==> config.mk <==
export PLATFORM = sky130hd
export DESIGN_NAME = fracn_feedback_divider
export DESIGN_NICKNAME = d
export VERILOG_FILES = /design/src/rtl/fracn_feedback_divider.sv
export SDC_FILE = /design/constraint.sdc
export NUM_CORES = 1
export LEC_CHECK = 0
export CAP_MARGIN = 20
export CORE_MARGIN = 1
export CORE_UTILIZATION = 60
export DETAILED_ROUTE_END_ITERATION = 8
export PLACE_DENSITY = 0.78
export SLEW_MARGIN = 0
export SYNTH_ARGS = -nofsm -noshare
export SYNTH_HDL_FRONTEND = slang
export SYNTH_SLANG_ARGS = --single-unit
==> constraint.sdc <==
create_clock -name clk -period 4.5 [get_ports clk]
set_input_delay 0.9 -clock clk [delete_from_list [all_inputs] [get_ports clk]]
set_output_delay 0.9 -clock clk [all_outputs]
set_load 0.05 [all_outputs]
==> src/rtl/fracn_feedback_divider.sv <==
module fracn_feedback_divider #(
  parameter int unsigned INT_MIN = 35,
  parameter int unsigned INT_MAX = 4091,
  parameter int unsigned MOD_MIN = 2
) (
  input  logic       clk,
  input  logic       rst_n,
  input  logic       cfg_wr,
  input  logic [7:0] cfg_addr,
  input  logic [7:0] cfg_wdata,
  output logic [7:0] cfg_rdata,
  output logic       div_pulse,
  output logic       cfg_error
);
  localparam int FW = 18;
  localparam int IW = 12;
  localparam int CW = IW + 1;
  localparam logic [7:0] A_FH = 8'h01, A_FM = 8'h02, A_FL = 8'h03;
  localparam logic [7:0] A_MH = 8'h04, A_MM = 8'h05, A_ML = 8'h06;
  localparam logic [7:0] A_IH = 8'h07, A_IL = 8'h08;

  logic [FW-1:0] stg_frac, stg_mod;
  logic [3:0]    stg_int_hi;
  logic [7:0]    stg_int_lo;

  logic [FW-1:0] pend_frac, pend_mod;
  logic [IW-1:0] pend_int;
  logic          pend_v;

  logic [FW-1:0] act_frac, act_mod, acc_q;
  logic [IW-1:0] act_int;
  logic [CW-1:0] cnt_q;
  logic          running_q;
  logic          err_q;

  wire           commit  = cfg_wr && (cfg_addr == A_IL);
  wire [IW-1:0]  cm_int  = {stg_int_hi, cfg_wdata};
  wire [FW-1:0]  cm_mod  = stg_mod;
  wire           cm_over = (stg_frac >= cm_mod);
  wire [FW-1:0]  cm_frac = !cm_over ? stg_frac : (cm_mod == '0) ? '0 : cm_mod - FW'(1);
  wire           cm_bad  = cm_over || (cm_mod < FW'(MOD_MIN)) ||
                           (cm_int < IW'(INT_MIN)) || (cm_int > IW'(INT_MAX));

  assign div_pulse = running_q && (cnt_q == '0);
  assign cfg_error = err_q;

  wire           take_new = commit ? (!running_q || div_pulse) : (div_pulse && pend_v);
  wire [FW-1:0]  src_frac = commit ? cm_frac : pend_frac;
  wire [FW-1:0]  src_mod  = commit ? cm_mod  : pend_mod;
  wire [IW-1:0]  src_int  = commit ? cm_int  : pend_int;

  wire [FW:0]    sum   = {1'b0, acc_q} + {1'b0, act_frac};
  wire           carry = (act_frac != '0) && (sum >= {1'b0, act_mod});
  wire [FW-1:0]  acc_n = carry ? FW'(sum - {1'b0, act_mod}) : sum[FW-1:0];

  always_ff @(posedge clk or negedge rst_n) begin
    if (!rst_n) begin
      stg_frac   <= '0;
      stg_mod    <= '0;
      stg_int_hi <= '0;
      stg_int_lo <= '0;
    end else if (cfg_wr) begin
      case (cfg_addr)
        A_FH: stg_frac[17:16] <= cfg_wdata[1:0];
        A_FM: stg_frac[15:8]  <= cfg_wdata;
        A_FL: stg_frac[7:0]   <= cfg_wdata;
        A_MH: stg_mod[17:16]  <= cfg_wdata[1:0];
        A_MM: stg_mod[15:8]   <= cfg_wdata;
        A_ML: stg_mod[7:0]    <= cfg_wdata;
        A_IH: stg_int_hi      <= cfg_wdata[3:0];
        A_IL: stg_int_lo      <= cfg_wdata;
        default: ;
      endcase
    end
  end

  always_comb begin
    case (cfg_addr)
      A_FH:    cfg_rdata = {6'b0, stg_frac[17:16]};
      A_FM:    cfg_rdata = stg_frac[15:8];
      A_FL:    cfg_rdata = stg_frac[7:0];
      A_MH:    cfg_rdata = {6'b0, stg_mod[17:16]};
      A_MM:    cfg_rdata = stg_mod[15:8];
      A_ML:    cfg_rdata = stg_mod[7:0];
      A_IH:    cfg_rdata = {4'b0, stg_int_hi};
      A_IL:    cfg_rdata = stg_int_lo;
      default: cfg_rdata = 8'h00;
    endcase
  end

  always_ff @(posedge clk or negedge rst_n) begin
    if (!rst_n) begin
      pend_frac <= '0;
      pend_mod  <= '0;
      pend_int  <= '0;
      pend_v    <= 1'b0;
      err_q     <= 1'b0;
    end else begin
      if (commit) begin
        pend_frac <= cm_frac;
        pend_mod  <= cm_mod;
        pend_int  <= cm_int;
        if (cm_bad) err_q <= 1'b1;
      end
      if (take_new)    pend_v <= 1'b0;
      else if (commit) pend_v <= 1'b1;
    end
  end

  always_ff @(posedge clk or negedge rst_n) begin
    if (!rst_n) begin
      act_frac  <= '0;
      act_mod   <= '0;
      act_int   <= '0;
      acc_q     <= '0;
      cnt_q     <= '0;
      running_q <= 1'b0;
    end else if (take_new) begin
      act_frac  <= src_frac;
      act_mod   <= src_mod;
      act_int   <= src_int;
      acc_q     <= '0;
      cnt_q     <= {1'b0, src_int} - CW'(1);
      running_q <= 1'b1;
    end else if (div_pulse) begin
      if (act_frac != '0) acc_q <= acc_n;
      cnt_q <= carry ? {1'b0, act_int} : {1'b0, act_int} - CW'(1);
    end else if (running_q) begin
      cnt_q <= cnt_q - CW'(1);
    end
  end
endmodule

==> results.rst <==
.. list-table::
   :header-rows: 1

   * - Metric
     - Value
   * - Maximum number of pins on one net before global-route repair
     - 78
   * - Final cell count without fillers
     - 1530
   * - Switching share of total power
     - 35.1%
   * - Via-per-instance ratio
     - 6.47
   * - Portion of the post-synthesis area used by sequential elements
     - 39.7%
   * - Top achievable clock speed
     - 231 MHz
   * - Die Span X
     - 139 um
   * - Number of enable flip-flop cells after synthesis
     - 0
   * - Global-route usage over all layers
     - 33.0%
   * - Total Negative Setup Slacks
     - 0 ns
   * - # rows
     - 49
   * - Initial core utilization
     - 61.8%
   * - # DRC
     - 0
   * - Fraction of power consumed by sequential logic
     - 41.2%
   * - Part of the cycle the worst path needs
     - 96.0%
   * - Biggest area consumer among synthesized cells
     - dfrtp_1
   * - Antenna Violating Nets Remaining
     - 0
   * - Worst ir drop on vdd
     - 0.281 mV
   * - Num ports
     - 29
   * - Total instance count after detailed placement
     - 1494
   * - Worst slew margin
     - 38.0%
   * - Arrival @ worst endpoint
     - 4.65 ns
   * - Number of unique standard cell types used by synthesis
     - 81
   * - Total grt overflow
     - 0
   * - Proportion of register bits with asynchronous set or reset after synthesis
     - 100%
   * - Tightest Hold Check Type
     - in2async
   * - Status
     - completed
   * - RD Place Congestion
     - 0.969
   * - Post-synthesis area per instance
     - 8.91 um2
   * - Count of buffers inserted at the top-level ports
     - 28
   * - H-tree level count
     - 4
   * - Number of clock sinks seen by CTS
     - 178
   * - Cell at the root of the clock tree
     - clkbuf_16
   * - Vias in the first global route
     - 9377
   * - TritonCTS clock tree
     - yes
   * - Clock-pin slew reported for the worst setup and hold paths after clock tree synthesis
     - 0.07 ns
   * - Power dissipated by switching net loads
     - 1.61 mW
   * - Post-synth top area share
     - 39.7%
   * - Number of antenna diodes
     - 0
   * - Synth Flop Type
     - dfrtp_1
   * - Layout net count
     - 1367
   * - Nets in the synthesized netlist
     - 1339
   * - Clock power share
     - 31.6%
   * - Worst Setup End Kind
     - register
   * - Combinational cell fraction of total power
     - 27.2%
   * - Start-to-end type of the worst setup path
     - reg2reg
   * - Reported leakage power
     - 5.90 nW
   * - Die area
     - 0.0193 mm2
   * - Wire length after detailed routing
     - 30900 um
   * - Clock latency on the worst-skew pair
     - 0.44 ns
   * - Signed area change from the synthesized netlist to the final layout
     - 12.2%
   * - Reg-to-reg setup timing slack
     - 0.18 ns
   * - Std-Cell Core Area
     - 0.0181 mm2
   * - Worst-path maximum fanout
     - 11
   * - Layout cells sized above 1
     - 12.7%
   * - Number of max-cap violations
     - 0
   * - Internal power consumption
     - 2.97 mW
   * - P per Cell Area
     - 364 mW/mm2
   * - Crit path required time
     - 4.83 ns
   * - Cell types with the largest area share after synthesis
     - dfrtp_1 40%, ha_1 6.5%, nand2_1 5.6%, o21ai_0 5.6%, mux2_2 4.4%
   * - Total iterations of the first detailed-routing run
     - 6
   * - Final number of setup-violating endpoints
     - 0
   * - Global-route wire length before repair
     - 49800 um
   * - Number of vias after detailed routing
     - 9897
   * - Buffers from clock root to sink, at most
     - 2
   * - Starting DRT DRC Count
     - 1073
   * - FF+latch count, synth
     - 178
   * - HPWL after detailed placement
     - 22500 um
   * - Vert. Die Dim
     - 139 um
   * - Number of buffers inserted during clock tree synthesis
     - 17
   * - End-of-flow core utilization
     - 69.4%
   * - Yosys synthesis warning count
     - 0
   * - Final number of max-transition violations
     - 0
   * - Antenna violations before repair
     - 0
   * - Fin. Hold Viols
     - 0
   * - Synthesized cell area
     - 0.0112 mm2
   * - Drt wl/cell
     - 20.2 um
   * - Post-synthesis cell count
     - 1260
   * - Clk_skew
     - 0.0138 ns
   * - Min Tclk post-route
     - 4.32 ns
   * - Slew at the pin closest to its max-slew limit
     - 0.926 ns
   * - CP startpoint kind
     - register
[state kept, by name (all words and copies together), names as in the netlist, 4 cells and up]
| register | count |
|---|---|
| stg_frac | 18 |
| acc_q | 18 |
| stg_int_hi | 4 |
| act_mod | 18 |
| cm_mod | 18 |
| act_int | 12 |
| act_frac | 18 |
| pend_frac | 18 |
| stg_int_lo | 8 |
| pend_mod | 18 |
| pend_int | 12 |
| cnt_q | 13 |
[cells by family (layout without fill, tap and decap cells)]
group	Yosys count	after routing	share of synthesized area (%)
and+or+nand+nor	427	427	18.1
AOI/OAI and AO/OA	338	338	19.0
DFF	178	178	39.7
buffers and inverters	126	167	4.64
muxes	85	85	8.18
adders and majority gates	60	60	6.82
xor gates and xnor gates	46	46	3.59
[Yosys cell counts (all sizes together), types with 35 or more instances]
| master | count |
|---|---|
| dfrtp | 178 |
| mux2 | 44 |
| ha | 58 |
| xnor2 | 35 |
| nor2 | 88 |
| inv | 67 |
| mux2i | 40 |
| nand2 | 167 |
| o21ai | 126 |
| a21oi | 79 |
| clkbuf | 39 |
| nand3 | 43 |
[per-layer routing]
metal	part of all wire (%)	GRT usage, %	vias to the layer above
met5	0	0	-
met1	44	47.6	4780
met3	7.4	5.08	74
met4	3.1	11.5	0
li1	-	-	4579
met2	45	50.8	464
[power by group through the flow]
stage / clock, mW / sequential, mW / combinational, mW
finish: 1.45 / 1.88 / 1.24
global route: 1.52 / 1.90 / 1.37
CTS: 1.46 / 1.87 / 1.21
detailed placement: 0 / 1.90 / 1.19
global placement: 0 / 1.90 / 1.17
floorplan: 0 / 1.85 / 0.872
[layout make-up]
cell class / count / area, um2
timing repair buffer: 67 / 671
multi-input combinational: 956 / 6360
clock inverter: 15 / 140
inverter: 68 / 255
fill: 1439 / 5550
clock buffer: 17 / 425
tap: 229 / 287
sequential: 178 / 4450
[cells in the final DEF, fill, tap and decap left out, types with 12 or more instances in the layout]
master and instances:
clkdlybuf4s50_1 19, o21ai_0 122, mux2_2 44, xnor2_1 35
nor2_1 86, inv_1 67, clkbuf_16 17, or3_1 12
a22oi_1 15, ha_1 55, nand2_1 166, mux2i_1 40
dfrtp_1 178, a21o_1 12, nor3_1 27, and3_1 14
o211ai_1 21, a21oi_1 76, buf_4 37, nand3_1 43
a31oi_1 14
[what timing repair did]
| item | 4_1_cts | 5_1_grt |
|---|---|---|
| pin swaps | 0 | 9 |
| gates resized for setup | 2 | 19 |
| endpoints found under the setup margin | 5 | 25 |
| hold endpoints to repair | 0 | 0 |
| buffers inserted | 0 | 4 |
| hold buffers | 0 | 0 |
[through the flow]
| stage | instance area [um2] | total power, mW | setup WS, ns | hold slack, ns |
|---|---|---|---|---|
| after floorplan | 11200 | 2.73 | 0.292 | 0.439 |
| after CTS | 12500 | 4.54 | 0.0240 | 0.471 |
| final | 12600 | 4.58 | 0.179 | 0.441 |
| after detailed placement | 11900 | 3.09 | -0.00793 | 0.447 |
| after global routing | 12600 | 4.79 | -0.0595 | 0.485 |
| after global placement | 11900 | 3.07 | 0.102 | 0.455 |
[worst max-delay path, stage by stage, from the launching register on]
cell and delay, ns:
dfrtp_1 0.38, ha_2 0.21, inv_1 0.06, fa_2 0.35, nor2b_1 0.16, o31a_1 0.29, a21oi_4 0.10, a21oi_2 0.18
mux2i_1 0.25, nand2_1 0.12, ha_4 0.24, a21oi_1 0.14, nor2_1 0.08, a2111oi_4 0.33, o211ai_2 0.16, a211oi_2 0.36
o21ai_2 0.21, or3_1 0.38, a31o_1 0.21
[path summary, 6_finish.rpt]
path                                          from                        to  cells past startpoint
min in group clk             cfg_error$_DFFE_PN0P_     cfg_error$_DFFE_PN0P_                      1
setup reg to reg           act_frac[0]$_DFFE_PN0N_      cnt_q[6]$_DFFE_PN0P_                     18
hold / removal                               rst_n    pend_mod[14]$_DFF_PN0_                      1
hold reg to reg              cfg_error$_DFFE_PN0P_     cfg_error$_DFFE_PN0P_                      1
max in group asynchronous                    rst_n  act_frac[13]$_DFFE_PN0N_                      2
setup / recovery           act_frac[0]$_DFFE_PN0N_      cnt_q[6]$_DFFE_PN0P_                     18
Power figures use the tool's default switching activity.
